===== src/rtl/irq_prio_pkg.sv =====
package irq_prio_pkg;

  typedef enum logic [1:0] {
    SEL_ENABLE = 2'd0,
    SEL_TIER   = 2'd1,
    SEL_STATUS = 2'd2,
    SEL_NONE   = 2'd3
  } cfg_sel_e;

  localparam int ST_E_LO = 0;
  localparam int ST_E_HI = 1;
  localparam int ST_A_LO = 2;
  localparam int ST_A_HI = 3;
  localparam int ST_BITS = 4;

endpackage


===== src/rtl/irq_cfg_regs.sv =====
module irq_cfg_regs
  import irq_prio_pkg::*;
#(
  parameter int NUM_LINES = 32
) (
  input  logic                 clk,
  input  logic                 rst_n,
  input  logic                 we,
  input  logic [1:0]           addr,
  input  logic [NUM_LINES-1:0] wdata,
  output logic [NUM_LINES-1:0] en_mask,
  output logic [NUM_LINES-1:0] tier_mask,
  output logic                 en_lo,
  output logic                 en_hi
);

  logic [NUM_LINES-1:0] en_mask_d, tier_mask_d;
  logic                 en_lo_d, en_hi_d;
  logic                 wr_en, wr_tier, wr_stat;

  always_comb begin
    wr_en   = we && (cfg_sel_e'(addr) == SEL_ENABLE);
    wr_tier = we && (cfg_sel_e'(addr) == SEL_TIER);
    wr_stat = we && (cfg_sel_e'(addr) == SEL_STATUS);
    en_mask_d   = wr_en   ? wdata : en_mask;
    tier_mask_d = wr_tier ? wdata : tier_mask;
    en_lo_d     = wr_stat ? wdata[ST_E_LO] : en_lo;
    en_hi_d     = wr_stat ? wdata[ST_E_HI] : en_hi;
  end

  always_ff @(posedge clk or negedge rst_n) begin
    if (!rst_n) begin
      en_mask   <= '0;
      tier_mask <= '0;
      en_lo     <= 1'b0;
      en_hi     <= 1'b0;
    end else begin
      en_mask   <= en_mask_d;
      tier_mask <= tier_mask_d;
      en_lo     <= en_lo_d;
      en_hi     <= en_hi_d;
    end
  end

  assert_status_write_R2: assert property (@(posedge clk) disable iff (!rst_n)
    (we && addr == 2'd2) |=> (en_lo == $past(wdata[0]) && en_hi == $past(wdata[1])));

  assert_enable_hold_R2: assert property (@(posedge clk) disable iff (!rst_n)
    !(we && addr == 2'd0) |=> $stable(en_mask));

endmodule


===== src/rtl/irq_pick.sv =====
module irq_pick #(
  parameter int NUM_LINES = 32,
  localparam int LW = $clog2(NUM_LINES)
) (
  input  logic [NUM_LINES-1:0] cand,
  output logic                 hit,
  output logic [LW-1:0]        idx
);

  always_comb begin
    hit = |cand;
    idx = '0;
    for (int i = NUM_LINES - 1; i >= 0; i--) begin
      if (cand[i]) idx = LW'(i);
    end
  end

endmodule


===== src/rtl/irq_level_track.sv =====
module irq_level_track #(
  parameter int NUM_LINES = 32,
  localparam int LW = $clog2(NUM_LINES)
) (
  input  logic          clk,
  input  logic          rst_n,
  input  logic          grant,
  input  logic          grant_hi,
  input  logic [LW-1:0] grant_idx,
  input  logic          ret,
  output logic          act_lo,
  output logic          act_hi,
  output logic          take,
  output logic [LW-1:0] take_line,
  output logic          take_hi
);

  logic          act_lo_d, act_hi_d, take_d, take_hi_d;
  logic [LW-1:0] take_line_d;

  always_comb begin
    act_hi_d = act_hi;
    act_lo_d = act_lo;
    if (ret) begin
      if (act_hi) act_hi_d = 1'b0;
      else        act_lo_d = 1'b0;
    end
    if (grant && grant_hi)  act_hi_d = 1'b1;
    if (grant && !grant_hi) act_lo_d = 1'b1;
    take_d      = grant;
    take_line_d = grant ? grant_idx : take_line;
    take_hi_d   = grant ? grant_hi  : take_hi;
  end

  always_ff @(posedge clk or negedge rst_n) begin
    if (!rst_n) begin
      act_lo    <= 1'b0;
      act_hi    <= 1'b0;
      take      <= 1'b0;
      take_line <= '0;
      take_hi   <= 1'b0;
    end else begin
      act_lo    <= act_lo_d;
      act_hi    <= act_hi_d;
      take      <= take_d;
      take_line <= take_line_d;
      take_hi   <= take_hi_d;
    end
  end

  assert_hi_take_sets_flag_R9: assert property (@(posedge clk) disable iff (!rst_n)
    (take && take_hi) |-> act_hi);

  assert_lo_take_sets_flag_R9: assert property (@(posedge clk) disable iff (!rst_n)
    (take && !take_hi) |-> (act_lo && !act_hi));

  assert_ret_clears_hi_R10: assert property (@(posedge clk) disable iff (!rst_n)
    (ret && act_hi) |=> !act_hi);

  assert_no_hi_reentry_R7: assert property (@(posedge clk) disable iff (!rst_n)
    (take && take_hi) |=> !(take && take_hi));

endmodule


===== src/rtl/irq_prio_ctrl.sv =====
module irq_prio_ctrl
  import irq_prio_pkg::*;
#(
  parameter int NUM_LINES = 32,
  parameter int NUM_RSVD  = 3,
  localparam int LW = $clog2(NUM_LINES)
) (
  input  logic                 clk,
  input  logic                 rst_n,
  input  logic [NUM_LINES-1:0] irq_req,
  input  logic                 ret_pulse,
  input  logic                 cfg_we,
  input  logic [1:0]           cfg_addr,
  input  logic [NUM_LINES-1:0] cfg_wdata,
  output logic [NUM_LINES-1:0] cfg_rdata,
  output logic                 take,
  output logic [LW-1:0]        take_line,
  output logic                 take_hi
);

  localparam logic [NUM_LINES-1:0] USABLE = {NUM_LINES{1'b1}} << NUM_RSVD;

  logic                 rst_meta, rst_n_i;
  logic [NUM_LINES-1:0] en_mask, tier_mask, live;
  logic                 en_lo, en_hi, act_lo, act_hi;
  logic [NUM_LINES-1:0] cand [2];
  logic                 hit  [2];
  logic [LW-1:0]        idx  [2];
  logic                 ok_hi, ok_lo, grant, grant_hi;
  logic [LW-1:0]        grant_idx;
  logic [ST_BITS-1:0]   status;

  always_ff @(posedge clk or negedge rst_n) begin
    if (!rst_n) begin
      rst_meta <= 1'b0;
      rst_n_i  <= 1'b0;
    end else begin
      rst_meta <= 1'b1;
      rst_n_i  <= rst_meta;
    end
  end

  irq_cfg_regs #(.NUM_LINES(NUM_LINES)) u_cfg (
    .clk       (clk),
    .rst_n     (rst_n_i),
    .we        (cfg_we),
    .addr      (cfg_addr),
    .wdata     (cfg_wdata),
    .en_mask   (en_mask),
    .tier_mask (tier_mask),
    .en_lo     (en_lo),
    .en_hi     (en_hi)
  );

  always_comb begin
    live    = irq_req & en_mask & USABLE;
    cand[0] = live & ~tier_mask;
    cand[1] = live & tier_mask;
  end

  for (genvar t = 0; t < 2; t++) begin : g_tier
    irq_pick #(.NUM_LINES(NUM_LINES)) u_pick (
      .cand (cand[t]),
      .hit  (hit[t]),
      .idx  (idx[t])
    );
  end

  always_comb begin
    ok_hi     = en_hi && !act_hi;
    ok_lo     = en_lo && !act_lo && !act_hi;
    grant_hi  = hit[1] && ok_hi;
    grant     = grant_hi || (hit[0] && ok_lo);
    grant_idx = grant_hi ? idx[1] : idx[0];
  end

  irq_level_track #(.NUM_LINES(NUM_LINES)) u_track (
    .clk       (clk),
    .rst_n     (rst_n_i),
    .grant     (grant),
    .grant_hi  (grant_hi),
    .grant_idx (grant_idx),
    .ret       (ret_pulse),
    .act_lo    (act_lo),
    .act_hi    (act_hi),
    .take      (take),
    .take_line (take_line),
    .take_hi   (take_hi)
  );

  always_comb begin
    status          = '0;
    status[ST_E_LO] = en_lo;
    status[ST_E_HI] = en_hi;
    status[ST_A_LO] = act_lo;
    status[ST_A_HI] = act_hi;
    case (cfg_sel_e'(cfg_addr))
      SEL_ENABLE: cfg_rdata = en_mask;
      SEL_TIER:   cfg_rdata = tier_mask;
      SEL_STATUS: cfg_rdata = NUM_LINES'(status);
      default:    cfg_rdata = '0;
    endcase
  end

  assert_reserved_quiet_R4: assert property (@(posedge clk) disable iff (!rst_n_i)
    take |-> (take_line >= LW'(NUM_RSVD)));

  assert_lo_entry_idle_R8: assert property (@(posedge clk) disable iff (!rst_n_i)
    (take && !take_hi) |-> ($past(!act_lo) && $past(!act_hi)));

  assert_hi_entry_enabled_R7: assert property (@(posedge clk) disable iff (!rst_n_i)
    (take && take_hi) |-> ($past(en_hi) && $past(!act_hi)));

endmodule


===== config.mk =====
export PLATFORM = sky130hd
export DESIGN_NAME = irq_prio_ctrl
export DESIGN_NICKNAME = d
export VERILOG_FILES = /design/src/rtl/irq_prio_pkg.sv /design/src/rtl/irq_cfg_regs.sv /design/src/rtl/irq_pick.sv /design/src/rtl/irq_level_track.sv /design/src/rtl/irq_prio_ctrl.sv
export SDC_FILE = /design/constraint.sdc
export NUM_CORES = 1
export LEC_CHECK = 0
export BUFFER_PORTS_ARGS = -buffer_cell sky130_fd_sc_hd__buf_4
export CORE_MARGIN = 3
export CORE_UTILIZATION = 49
export DETAILED_ROUTE_END_ITERATION = 10
export GPL_TIMING_DRIVEN = 1
export PLACE_DENSITY = 0.78
export RECOVER_POWER = 100
export SYNTH_ARGS = -nofsm -noshare
export SYNTH_HDL_FRONTEND = slang
export SYNTH_HIERARCHICAL = 1
export SYNTH_SLANG_ARGS = --single-unit

===== constraint.sdc =====
create_clock -name clk -period 2.1 [get_ports clk]
set_clock_uncertainty 0.05 [all_clocks]
set_input_delay 0.105 -clock clk [delete_from_list [all_inputs] [get_ports clk]]
set_output_delay 0.105 -clock clk [all_outputs]
set_load 0.01 [all_outputs]

==> flow_summary.yaml <==
floorplan:
  fp.dieW_um: 104
  boundaryPins: 109
  die_h_um: 104
  die_area_um2: 10800
  initial_core_util: 0.506
  rows: 35
  fp.coreArea_um2: 9280
pwr:
  p_leak_nw: 3.37
  totalPowerFinal_mw: 5.48
  vdd_drop_max_mv: 0.407
  powerDensity_nw_per_um2: 789
drt:
  vias: 4673
  drcViolationCount: 0
  routedWlPerCell_um: 16.3
  viasPerCell: 5.35
  drtPass1Iterations: 5
  drt-total-wl_um: 14200
  ant_nets: 0
  drt_iter0_markers: 204
placed_design:
  hpwl_um: 9770
  dpl_cell_area_um2: 6490
  dp_cells: 820
  preCtsSetupSlack_ps: -424
  io_buffer_count: 105
  place.gp.congestion: 0.882
grt:
  grt_overflow: 0
  grt_pass1_vias: 5065
  grt_pass1_wl_um: 23400
  grt_max_degree: 76
  antenna_found_initial: 0
  grtUsageTotal: 0.264
clock_network:
  tritoncts: "yes"
  cts_buffers: 9
  cts.path.max_buffers: 2
  cts_max_level: 3
  path_clk_slew_ps: 80
  clkLatencyLatePin_ps: 360
  root_buffer: "clkbuf_8"
  clock-sinks: 77
final_layout:
  final_cell_mix: "buf_4, nor2_1, dfrtp_1"
  fillers: 687
  final_util: 0.748
  drive_gt1_frac: 0.402
  ff_latch_area_um2: 1930
  layout_commonest_cell: "buf_4"
  fin_cells: 873
  diodes: 0
  stdcell_area_um2: 6950
  fin_nets: 810
  area_growth_pct: 48.0
  multi_input_area_um2: 2750
sta:
  tns_ps: -2680
  slew_violations: 0
  tightest_slew_ps: 1030
  hold_slack_ps: 113
  timing.slew.headroom: 0.311
  hold_violations: 0
  period_share: 1.19
  finalSetupViolations: 9
  period_minus_slack_ps: 2490
  fmax_mhz: 401
  rsz0062_at_grt: "yes"
  setup_ws_ps: -391
synthesis:
  ys_seq_area_frac: 0.410
  synth_async_sr_flop_share: 1.00
  synth_cells: 468
  yosys-top-cells-area: "dfrtp_1, mux2_2, mux2i_1"
  muxShareOfSynthArea: 0.255
  synth_top_family_by_area: "multiplexers"
  syn_avg_cell_area_um2: 10.0
  synth_top_area_share: 0.410
  synth_cell_types: 43
  synthAdderAreaFrac: 0
  synth_xor_area_frac: 0
  synth_top_area_cell: "dfrtp_1"
  netlist_area_um2: 4690
  synth_ff_type: "dfrtp_1"
  synth_seq_cells: 77
  synth_edf_count: 0
  synth_compound_area_frac: 0.0762
  synth_warnings: 6
  yosys.area_share.simple: 0.217
worst_setup_path:
  critPathLaunchType: "register"
  worstPathMaxFanout: 6
  arrival_ps: 2680
  crit_type: "reg2reg"
  rr_worst_depth: 7
  endpoint_kind: "register"
  worstPathRequired_ps: 2290
status:
  status: "finished, violations left"
  violations: "negative setup slack"
flow_run:
  maxCapViolCount: 0
hold_path:
  holdPathStages: 3
  holdCritPathClass: "in2reg"
[worst max-delay path, cell delays in order, from the launching register on]
cell and delay (ps):
dfrtp_1 400, and3_4 190, or4_4 540, nor3_4 230, nand4_1 200, nand3b_4 210, mux2_4 310, mux2_4 250
[routing by layer]
layer | part of all wire | GRT usage | vias up
met5 | 0 | 0 | -
met4 | 0.022 | 0.0912 | 0
met3 | 0.046 | 0.0509 | 32
met2 | 0.53 | 0.484 | 145
met1 | 0.41 | 0.307 | 2284
li1 | - | - | 2212
[sequential cells by signal, indices dropped and copies added (netlist names)]
name,flops
rst_n_i,1
u_track/act_hi,1
u_cfg/tier_mask,32
u_cfg/en_mask,32
u_cfg/en_hi,1
rst_meta,1
u_track/act_lo,1
u_track/take,1
u_track/take_hi,1
u_track/take_line,5
u_cfg/en_lo,1
[path summary, 6_finish.rpt]
path / from / endpoint / slack, ps
worst min register to register: rst_meta / rst_n_i / 310
worst max register to register: u_cfg/en_mask[18] / u_track/take_line[2] / -390
worst max-delay path: u_cfg/en_mask[18] / u_track/take_line[2] / -390
min in group asynchronous: rst_n_i / u_cfg/tier_mask[15] / 510
worst min-delay path: cfg_we / u_cfg/en_hi / 110
max in group asynchronous: rst_n_i / u_cfg/en_mask[6] / 840
[cell type report]
class                           count  area share
Clock inverter                      4     0.00702
Clock buffer                       11      0.0204
Inverter                           16     0.00865
Timing Repair Buffer              255       0.267
Multi-Input combinational cell    381       0.396
Tap cell                          129      0.0232
Sequential cell                    77       0.278
[logic make-up (layout without fill, tap and decap cells)]
logic type | count (synthesis) | in the layout
other cells | 2 | 23
compound gates | 52 | 52
buf+inv | 31 | 286
flops | 77 | 77
simple gates | 198 | 198
mux | 108 | 108
[cell usage after synthesis (3+ instances only)]
cell	count
a2111oi_0	4
a21oi_1	15
and3_1	29
buf_4	5
buf_6	5
clkbuf_1	3
dfrtp_1	77
inv_1	16
mux2_2	69
mux2_4	5
mux2i_1	32
nand2_1	37
nor2_1	77
nor2b_1	3
nor3_1	10
nor3_2	4
nor3b_1	4
nor4_1	14
o21ai_0	6
o2bb2ai_1	4
o31ai_1	8
or4_1	4
or4_4	4
[where the power goes]
group / total [mW] / switching [mW] / internal (mW)
Sequential: 2.02 / 0.233 / 1.79
Combinational: 2.35 / 1.06 / 1.29
Clock: 1.11 / 0.534 / 0.573
Total: 5.48 / 1.83 / 3.65
[timing repair]
item,in CTS,in global routing
endpoints found under the setup margin,9,9
cloned,0,0
pin swaps,4,7
endpoints found under the hold margin,69,0
buffers inserted,0,3
resized for setup,6,14
hold buffers,35,0
Power figures use the tool's default switching activity.
